<file path="src/rtl/thresh_bpred_pkg.sv">
package thresh_bpred_pkg;

   typedef enum logic [1:0] {
      OP_PREDICT      = 2'd0,
      OP_HIST_INSTALL = 2'd1,
      OP_TRAIN        = 2'd2,
      OP_HIST_LOOKUP  = 2'd3
   } bp_op_e;

   typedef logic [2:0] conf_t;

   localparam conf_t CONF_MIN  = 3'd0;
   localparam conf_t CONF_MID  = 3'd2;
   localparam conf_t CONF_MAX  = 3'd4;
   localparam conf_t CONF_INIT = 3'd3;

   function automatic conf_t conf_step(input conf_t lvl, input logic taken);
      conf_t nxt;
      if (taken) nxt = (lvl >= CONF_MAX) ? CONF_MAX : conf_t'(lvl + 3'd1);
      else       nxt = (lvl == CONF_MIN) ? CONF_MIN : conf_t'(lvl - 3'd1);
      return nxt;
   endfunction

   function automatic logic conf_dir(input conf_t lvl, input logic rnd);
      logic d;
      if (lvl > CONF_MID)      d = 1'b1;
      else if (lvl < CONF_MID) d = 1'b0;
      else                     d = rnd;
      return d;
   endfunction

endpackage

</file>
<file path="src/rtl/tbp_lfsr.sv">
module tbp_lfsr #(
   parameter int           WIDTH = 16,
   parameter logic [WIDTH-1:0] TAPS  = 16'hB400,
   parameter logic [WIDTH-1:0] SEED  = 16'hACE1
) (
   input  logic clk,
   input  logic rst_n,
   input  logic adv_i,
   output logic bit_o
);

   logic [WIDTH-1:0] lfsr_q;

   initial assert (SEED != '0) else $error("tbp_lfsr: seed must be non-zero");
   initial assert (WIDTH >= 4) else $error("tbp_lfsr: width too small");

   always_ff @(posedge clk or negedge rst_n) begin
      if (!rst_n) lfsr_q <= SEED;
      else if (adv_i) lfsr_q <= {lfsr_q[WIDTH-2:0], ^(lfsr_q & TAPS)};
   end

   assign bit_o = lfsr_q[0];

   p_lfsr_live_r3: assert property (@(posedge clk) disable iff (!rst_n)
      lfsr_q != '0);

   p_lfsr_hold_r3: assert property (@(posedge clk) disable iff (!rst_n)
      !adv_i |=> $stable(lfsr_q));

endmodule

</file>
<file path="src/rtl/tbp_conf_table.sv">
module tbp_conf_table
   import thresh_bpred_pkg::*;
#(
   parameter int ENTRIES = 16,
   localparam int IDX_W  = $clog2(ENTRIES)
) (
   input  logic             clk,
   input  logic             rst_n,
   input  logic [IDX_W-1:0] rd_idx_i,
   output conf_t            rd_lvl_o,
   input  logic             mark_en_i,
   input  logic             mark_dir_i,
   input  logic             trn_en_i,
   input  logic [IDX_W-1:0] trn_idx_i,
   input  logic             trn_taken_i,
   output logic             trn_pend_o,
   output logic             trn_pdir_o
);

   conf_t lvl_q  [ENTRIES];
   logic  pend_q [ENTRIES];
   logic  pdir_q [ENTRIES];

   initial assert (ENTRIES >= 2 && (1 << IDX_W) == ENTRIES)
      else $error("tbp_conf_table: ENTRIES must be a power of two");

   always_ff @(posedge clk or negedge rst_n) begin
      if (!rst_n) begin
         for (int i = 0; i < ENTRIES; i++) begin
            lvl_q[i]  <= CONF_INIT;
            pend_q[i] <= 1'b0;
            pdir_q[i] <= 1'b0;
         end
      end else begin
         if (trn_en_i) begin
            lvl_q[trn_idx_i]  <= conf_step(lvl_q[trn_idx_i], trn_taken_i);
            pend_q[trn_idx_i] <= 1'b0;
         end
         if (mark_en_i) begin
            pend_q[rd_idx_i] <= 1'b1;
            pdir_q[rd_idx_i] <= mark_dir_i;
         end
      end
   end

   assign rd_lvl_o   = lvl_q[rd_idx_i];
   assign trn_pend_o = pend_q[trn_idx_i];
   assign trn_pdir_o = pdir_q[trn_idx_i];

   p_lvl_bound_r4: assert property (@(posedge clk) disable iff (!rst_n)
      rd_lvl_o <= CONF_MAX);

   p_one_port_r6: assert property (@(posedge clk) disable iff (!rst_n)
      !(mark_en_i && trn_en_i));

endmodule

</file>
<file path="src/rtl/tbp_tag_table.sv">
module tbp_tag_table #(
   parameter int ENTRIES = 8,
   parameter int TAG_W   = 9,
   localparam int IDX_W  = $clog2(ENTRIES)
) (
   input  logic             clk,
   input  logic             rst_n,
   input  logic [IDX_W-1:0] idx_i,
   input  logic [TAG_W-1:0] tag_i,
   input  logic             wr_en_i,
   output logic             clash_o,
   output logic [TAG_W-1:0] owner_o
);

   logic             vld_q [ENTRIES];
   logic [TAG_W-1:0] tag_q [ENTRIES];

   initial assert (ENTRIES >= 2 && (1 << IDX_W) == ENTRIES)
      else $error("tbp_tag_table: ENTRIES must be a power of two");

   always_ff @(posedge clk or negedge rst_n) begin
      if (!rst_n) begin
         for (int i = 0; i < ENTRIES; i++) begin
            vld_q[i] <= 1'b0;
            tag_q[i] <= '0;
         end
      end else if (wr_en_i) begin
         vld_q[idx_i] <= 1'b1;
         tag_q[idx_i] <= tag_i;
      end
   end

   assign owner_o = tag_q[idx_i];
   assign clash_o = vld_q[idx_i] && (tag_q[idx_i] != tag_i);

   p_owner_after_wr_r11: assert property (@(posedge clk) disable iff (!rst_n)
      wr_en_i |=> (tag_q[$past(idx_i)] == $past(tag_i)));

endmodule

</file>
<file path="src/rtl/thresh_bpred.sv">
module thresh_bpred
   import thresh_bpred_pkg::*;
#(
   parameter int ADDR_W          = 12,
   parameter int ID_W            = 8,
   parameter int CNT_W           = 16,
   parameter int PHT_ENTRIES     = 16,
   parameter int HIST_ENTRIES    = 8,
   parameter bit EVEN_CYCLE_ONLY = 1'b0,
   parameter logic [15:0] LFSR_SEED = 16'hACE1
) (
   input  logic              clk,
   input  logic              rst_n,
   input  logic              req_valid,
   input  logic [1:0]        req_op,
   input  logic [ADDR_W-1:0] req_addr,
   input  logic [ID_W-1:0]   req_id,
   input  logic              req_taken,
   output logic              req_ready,
   output logic              evt_pred_valid,
   output logic [ID_W-1:0]   evt_pred_id,
   output logic              evt_pred_dir,
   output logic              evt_alias_valid,
   output logic [1:0]        evt_alias_op,
   output logic [ADDR_W-1:0] evt_alias_addr,
   output logic [ADDR_W-1:0] evt_alias_stored,
   output logic [CNT_W-1:0]  pred_count,
   output logic [CNT_W-1:0]  mispred_count
);

   localparam int PIDX_W = $clog2(PHT_ENTRIES);
   localparam int HIDX_W = $clog2(HIST_ENTRIES);
   localparam int TAG_W  = ADDR_W - HIDX_W;

   initial assert (ADDR_W > HIDX_W && ADDR_W >= PIDX_W)
      else $error("thresh_bpred: address narrower than table index");
   initial assert (CNT_W >= 1 && ID_W >= 1)
      else $error("thresh_bpred: counter and id widths must be positive");

   bp_op_e op;
   assign op = bp_op_e'(req_op);

   // alternate-cycle gating of predict requests
   logic odd_cycle;
   generate
      if (EVEN_CYCLE_ONLY) begin : g_alt
         logic phase_q;
         always_ff @(posedge clk or negedge rst_n) begin
            if (!rst_n) phase_q <= 1'b0;
            else        phase_q <= ~phase_q;
         end
         assign odd_cycle = phase_q;

         p_odd_stall_r10: assert property (@(posedge clk) disable iff (!rst_n)
            (phase_q && req_op == 2'd0) |-> !req_ready);
      end else begin : g_every
         assign odd_cycle = 1'b0;
      end
   endgenerate

   assign req_ready = (op != OP_PREDICT) || !odd_cycle;

   logic acc, do_pred, do_train, do_inst;
   assign acc      = req_valid && req_ready;
   assign do_pred  = acc && (op == OP_PREDICT);
   assign do_train = acc && (op == OP_TRAIN);
   assign do_inst  = acc && ((op == OP_HIST_INSTALL) || (op == OP_TRAIN));

   // confidence table and random source
   logic [PIDX_W-1:0] pidx;
   conf_t             cur_lvl;
   logic              rnd_bit, dir, pend, pdir;

   assign pidx = req_addr[PIDX_W-1:0];

   tbp_lfsr #(.WIDTH(16), .TAPS(16'hB400), .SEED(LFSR_SEED)) u_lfsr (
      .clk   (clk),
      .rst_n (rst_n),
      .adv_i (do_pred && (cur_lvl == CONF_MID)),
      .bit_o (rnd_bit)
   );

   assign dir = conf_dir(cur_lvl, rnd_bit);

   tbp_conf_table #(.ENTRIES(PHT_ENTRIES)) u_conf (
      .clk         (clk),
      .rst_n       (rst_n),
      .rd_idx_i    (pidx),
      .rd_lvl_o    (cur_lvl),
      .mark_en_i   (do_pred),
      .mark_dir_i  (dir),
      .trn_en_i    (do_train),
      .trn_idx_i   (pidx),
      .trn_taken_i (req_taken),
      .trn_pend_o  (pend),
      .trn_pdir_o  (pdir)
   );

   // alias detection
   logic [HIDX_W-1:0] hidx;
   logic [TAG_W-1:0]  htag, owner;
   logic              clash;

   assign hidx = req_addr[HIDX_W-1:0];
   assign htag = req_addr[ADDR_W-1:HIDX_W];

   tbp_tag_table #(.ENTRIES(HIST_ENTRIES), .TAG_W(TAG_W)) u_tags (
      .clk     (clk),
      .rst_n   (rst_n),
      .idx_i   (hidx),
      .tag_i   (htag),
      .wr_en_i (do_inst),
      .clash_o (clash),
      .owner_o (owner)
   );

   logic missed;
   assign missed = do_train && pend && (pdir != req_taken);

   always_ff @(posedge clk or negedge rst_n) begin
      if (!rst_n) begin
         evt_pred_valid   <= 1'b0;
         evt_pred_id      <= '0;
         evt_pred_dir     <= 1'b0;
         evt_alias_valid  <= 1'b0;
         evt_alias_op     <= 2'd0;
         evt_alias_addr   <= '0;
         evt_alias_stored <= '0;
         pred_count       <= '0;
         mispred_count    <= '0;
      end else begin
         evt_pred_valid  <= do_pred;
         evt_alias_valid <= acc && clash;
         if (do_pred) begin
            evt_pred_id  <= req_id;
            evt_pred_dir <= dir;
            pred_count   <= pred_count + 1'b1;
         end
         if (acc && clash) begin
            evt_alias_op     <= req_op;
            evt_alias_addr   <= req_addr;
            evt_alias_stored <= {owner, hidx};
         end
         if (missed) mispred_count <= mispred_count + 1'b1;
      end
   end

   p_pred_evt_r5: assert property (@(posedge clk) disable iff (!rst_n)
      (req_valid && req_ready && req_op == 2'd0) |=> evt_pred_valid);

   p_no_evt_r5: assert property (@(posedge clk) disable iff (!rst_n)
      !(req_valid && req_ready && req_op == 2'd0) |=> !evt_pred_valid);

   p_cnt_step_r8: assert property (@(posedge clk) disable iff (!rst_n)
      evt_pred_valid |-> (pred_count == $past(pred_count) + 1'b1));

   p_alias_op_r7: assert property (@(posedge clk) disable iff (!rst_n)
      (req_valid && req_ready) |=> (!evt_alias_valid || evt_alias_op == $past(req_op)));

   p_mis_only_train_r9: assert property (@(posedge clk) disable iff (!rst_n)
      !(req_valid && req_ready && req_op == 2'd2) |=> $stable(mispred_count));

endmodule

</file>
<file path="config.mk">
export PLATFORM = sky130hd
export DESIGN_NAME = thresh_bpred
export DESIGN_NICKNAME = d
export VERILOG_FILES = /design/src/rtl/thresh_bpred_pkg.sv /design/src/rtl/tbp_lfsr.sv /design/src/rtl/tbp_conf_table.sv /design/src/rtl/tbp_tag_table.sv /design/src/rtl/thresh_bpred.sv
export SDC_FILE = /design/constraint.sdc
export NUM_CORES = 1
export LEC_CHECK = 0
export BUFFER_PORTS_ARGS = -buffer_cell sky130_fd_sc_hd__clkbuf_2
export CORE_UTILIZATION = 55
export CTS_BUF_LIST = sky130_fd_sc_hd__clkbuf_8
export DETAILED_ROUTE_END_ITERATION = 16
export PLACE_DENSITY = 0.71
export SYNTH_ARGS = -nofsm -noshare
export SYNTH_HDL_FRONTEND = slang
export SYNTH_SLANG_ARGS = --single-unit
</file>
<file path="constraint.sdc">
create_clock -name clk -period 3 [get_ports clk]
set_input_delay 0.3 -clock clk [delete_from_list [all_inputs] [get_ports clk]]
set_output_delay 0.3 -clock clk [all_outputs]
set_load 0.01 [all_outputs]
</file>
==> impl_metrics.csv <==
group,metric,value,unit
setup_path,timing.critical_path.buf_inv,1,
setup_path,end_kind,"flop",
setup_path,cp_top_family,"multiplexers",
hold_path,hold_class,"in -> reg",
setup_path,path_class,"reg -> reg",
floorplanning,chipWidth,144.1,µm
global_route,gr-total-overflow,0,
floorplanning,core-area,0.01965,mm²
logic_synthesis,ys_seq_area_frac,0.5501,
floorplanning,start_util,0.5647,
detailed_routing,wire_per_inst,18.16,µm
power,power_switching,2.628,mW
setup_path,rr_worst_depth,8,
floorplanning,num_rows,51,
clock_network,cts.sinks,242,
logic_synthesis,netlist_area,0.01110,mm²
floorplanning,die-height,144.1,µm
sta,fin_crit_sh,0.9139,
power,p_per_area,719.4,mW/mm²
job,max_cap_violations,0,
final_layout,drive_gt1_frac,0.4582,
logic_synthesis,postSynthAreaPerCell,13.17,µm²
detailed_routing,drt-total-wl,23.48,mm
power,seq_power_share,0.469,
power,combPwrFrac,0.217,
power,vdd_drop_max,0.4965,mV
global_route,track_usage,0.2399,
logic_synthesis,synth_area_leaders,"dfrtp_1 (46%), mux2_2 (16%), dfstp_2 (9.5%), mux4_2 (6.3%), xnor2_1 (2.4%)",
sta,post-route-min-period,2742,ps
hold_path,holdPathStages,2,
placement,pre_cts_slack,-103.2,ps
floorplanning,ios,96,
setup_path,regToRegSetupSlack,260,ps
logic_synthesis,synth-edff-count,0,
sta,fin_ws,258.4,ps
logic_synthesis,synth_top_area_share,0.4554,
logic_synthesis,ys_ff_latch,242,
clock_network,numCtsBuffers,41,
placement,place_hpwl,15.86,mm
setup_path,crit_slowest_cell,"mux4_2",
power,switching_share,0.2782,
sta,relSlewSlack,0.3437,
sta,timing.hold.ws,29.54,ps
clock_network,clk_pin_slew,60,ps
global_route,antenna_found_initial,0,
sta,tightest_slew,984.4,ps
logic_synthesis,syn-num-nets,878,
sta,finalSetupViolCount,0,
setup_path,cp_max_fo,23,
logic_synthesis,yosysUniqueCellTypes,51,
final_layout,diodes,0,
logic_synthesis,synth_ff_type,"dfrtp_1",
clock_network,clkLatencyLatePin,530,ps
detailed_routing,viasPerCell,5.558,
setup_path,crit_required,3410,ps
global_route,grt_pass1_wl,38.74,mm
clock_network,hold_buffers,9,
clock_network,clockBufferDepth,3,
detailed_routing,vias,7187,
sta,finalHoldViolations,0,
sta,fin_worst_skew,14.29,ps
final_layout,final_nets,1032,
logic_synthesis,yosysTopAreaCell,"dfrtp_1",
final_layout,regArea,0.006106,mm²
final_layout,syn2layout_area_growth,18.33,%
detailed_routing,firstDrtPassIters,4,
detailed_routing,ant_nets,0,
hold_path,min_to,"evt_alias_op[0]",
sta,report.final.slew_viol_count,0,
sta,fmax,0.3648,GHz
clock_network,h-tree-depth,2,
final_layout,multiInputGateArea,0.004649,mm²
setup_path,r2r-end,"evt_alias_stored[11]",
power,clkPwrFrac,0.314,
detailed_routing,drc_errors,0,
logic_synthesis,synth_warnings,0,
setup_path,r2r-start,"u_tags.tag_q[11]",
logic_synthesis,synthCells,843,
floorplanning,die-area,0.02075,mm²
clock_network,cts-root-buf,"clkbuf_8",
run_status,outcome,"finished, final reports clean",
clock_network,cts_tree,"done",
global_route,grt_pass1_vias,7484,
clock_network,cts_resized,0,
setup_path,path_cells,"mux4_2 -> mux2i_4 -> xnor2_1 -> nor3_2 -> nand4_2 -> o41ai_4 -> buf_12 -> mux2_2",
setup_path,worstPathArrival,3150,ps
power,power.internal,6.820,mW
power,leakagePower,6.174,nW
setup_path,cp.depth,8,
detailed_routing,drt_iter0_markers,459,
hold_path,hp-start,"req_op[0]",
sta,tns,0,ps
placement,port_buffers,94,
logic_synthesis,async_flop_share,1.000,
final_layout,fill_cells,1494,
setup_path,crit_path_start_kind,"flop",
global_route,grt_max_degree,93,
sta,rsz0062_at_grt,"no",
setup_path,max_stage_delay,510,ps
clock_network,cts_setup_buffers,0,
placement,gp_congestion,0.8206,
-- stage by stage --
| step | cells | utilization | power (mW) | instance area (µm²) |
|---|---|---|---|---|
| after floorplan | 843 | - | 5.759 | 11130 |
| after global placement | 1210 | 0.6202 | 6.446 | 12190 |
| after detailed placement | 1210 | 0.6202 | 6.526 | 12190 |
| after CTS | 1293 | 0.6683 | 9.541 | 13130 |
| after global routing | 1293 | 0.6683 | 9.945 | 13130 |
| final | 1293 | 0.6683 | 9.448 | 13130 |
-- layer usage --
layer	vias to the layer above	wire length (µm)	track usage
met5	-	0	0
met4	0	582	0.09239
met3	50	1007	0.04172
li1	3280	-	-
met2	184	11910	0.4088
met1	3673	9983	0.3053
-- worst max-delay path by stage --
stage                     start                    to  slack, ps
2_1_floorplan       req_addr[0]       u_conf.lvl_q[5]         40
3_3_place_gp        req_addr[1]     u_lfsr.lfsr_q[12]        -20
5_1_grt        u_conf.lvl_q[46]       u_conf.lvl_q[8]         90
3_5_place_dp        req_addr[1]      u_lfsr.lfsr_q[2]       -100
4_1_cts        u_tags.tag_q[11]       evt_alias_op[1]        250
6_report       u_tags.tag_q[11]  evt_alias_stored[11]        260
-- final cells by class --
type	instances	share of cell area
Multi-Input combinational cell	527	0.3540
Inverter	25	0.007145
Sequential cell	242	0.4649
Timing Repair Buffer	160	0.08364
Clock inverter	17	0.005335
Clock buffer	57	0.05973
Tap cell	265	0.02525
-- kinds of logic (layout without fill, tap and decap cells) --
logic type / count (synthesis) / after routing / synth area share
flops: 242 / 242 / 0.5501
mux: 212 / 212 / 0.2519
simple gates: 196 / 196 / 0.08184
buf+inv: 74 / 259 / 0.03179
compound gates: 64 / 64 / 0.03833
xor+xnor: 45 / 45 / 0.03551
fa+ha+maj: 9 / 9 / 0.01015
other cells: 1 / 1 / 0.0003379
-- power groups by stage --
stage	clock network (mW)	logic [mW]	registers, mW
floorplan	0	1.31	4.45
global placement	0	1.99	4.45
detailed placement	0	2.06	4.47
CTS	3.04	2.08	4.43
global route	3.19	2.25	4.51
finish	2.97	2.05	4.43
-- registers in the layout, summed over array words and instances (netlist names), named ones only --
| name | flops |
|---|---|
| mispred_count | 16 |
| evt_pred_dir | 1 |
| evt_pred_valid | 1 |
| pred_count | 16 |
| evt_alias_addr | 12 |
| u_conf.pend_q | 2 |
| u_lfsr.lfsr_q | 16 |
| u_conf.pdir_q | 16 |
| evt_alias_valid | 1 |
| u_tags.vld_q | 8 |
| u_tags.tag_q | 72 |
| evt_alias_stored | 9 |
| u_conf.lvl_q | 48 |
| evt_pred_id | 8 |
| evt_alias_op | 2 |
-- cells in the mapped netlist (6+ instances only) --
master and instances:
a21oi_1 14, and3_1 6, buf_1 7, buf_2 9
buf_4 9, clkbuf_1 20, dfrtp_1 202, dfstp_2 40
ha_1 9, inv_1 24, mux2_2 155, mux2_4 16
mux2i_1 9, mux4_2 31, nand2_1 63, nand2b_1 6
nand3_1 15, nand4_1 7, nor2_1 57, nor2b_1 8
nor3_1 12, o21ai_0 11, o22ai_1 18, or2_2 10
xnor2_1 30, xor2_1 15
-- cells in the final DEF (no fill, tap or decap), drive strengths merged, types with 5 or more instances in the layout --
| cell type | Yosys | layout |
|---|---|---|
| nor2b | 8 | 8 |
| mux2i | 10 | 10 |
| xnor2 | 30 | 30 |
| nor3 | 13 | 13 |
| dfrtp | 202 | 202 |
| dlygate4sd3 | 0 | 9 |
| nand2b | 6 | 6 |
| dfstp | 40 | 40 |
| o21ai | 12 | 12 |
| nand3 | 15 | 15 |
| mux4 | 31 | 31 |
| or2 | 10 | 10 |
| mux2 | 171 | 171 |
| nor2 | 57 | 57 |
| o22ai | 18 | 18 |
| xor2 | 15 | 15 |
| nand4 | 8 | 8 |
| inv | 24 | 38 |
| and3 | 6 | 6 |
| ha | 9 | 9 |
| a211oi | 5 | 5 |
| nand2 | 63 | 63 |
| clkbuf | 20 | 149 |
| buf | 29 | 59 |
| a21oi | 14 | 14 |
(Power assumes the default switching activity.)
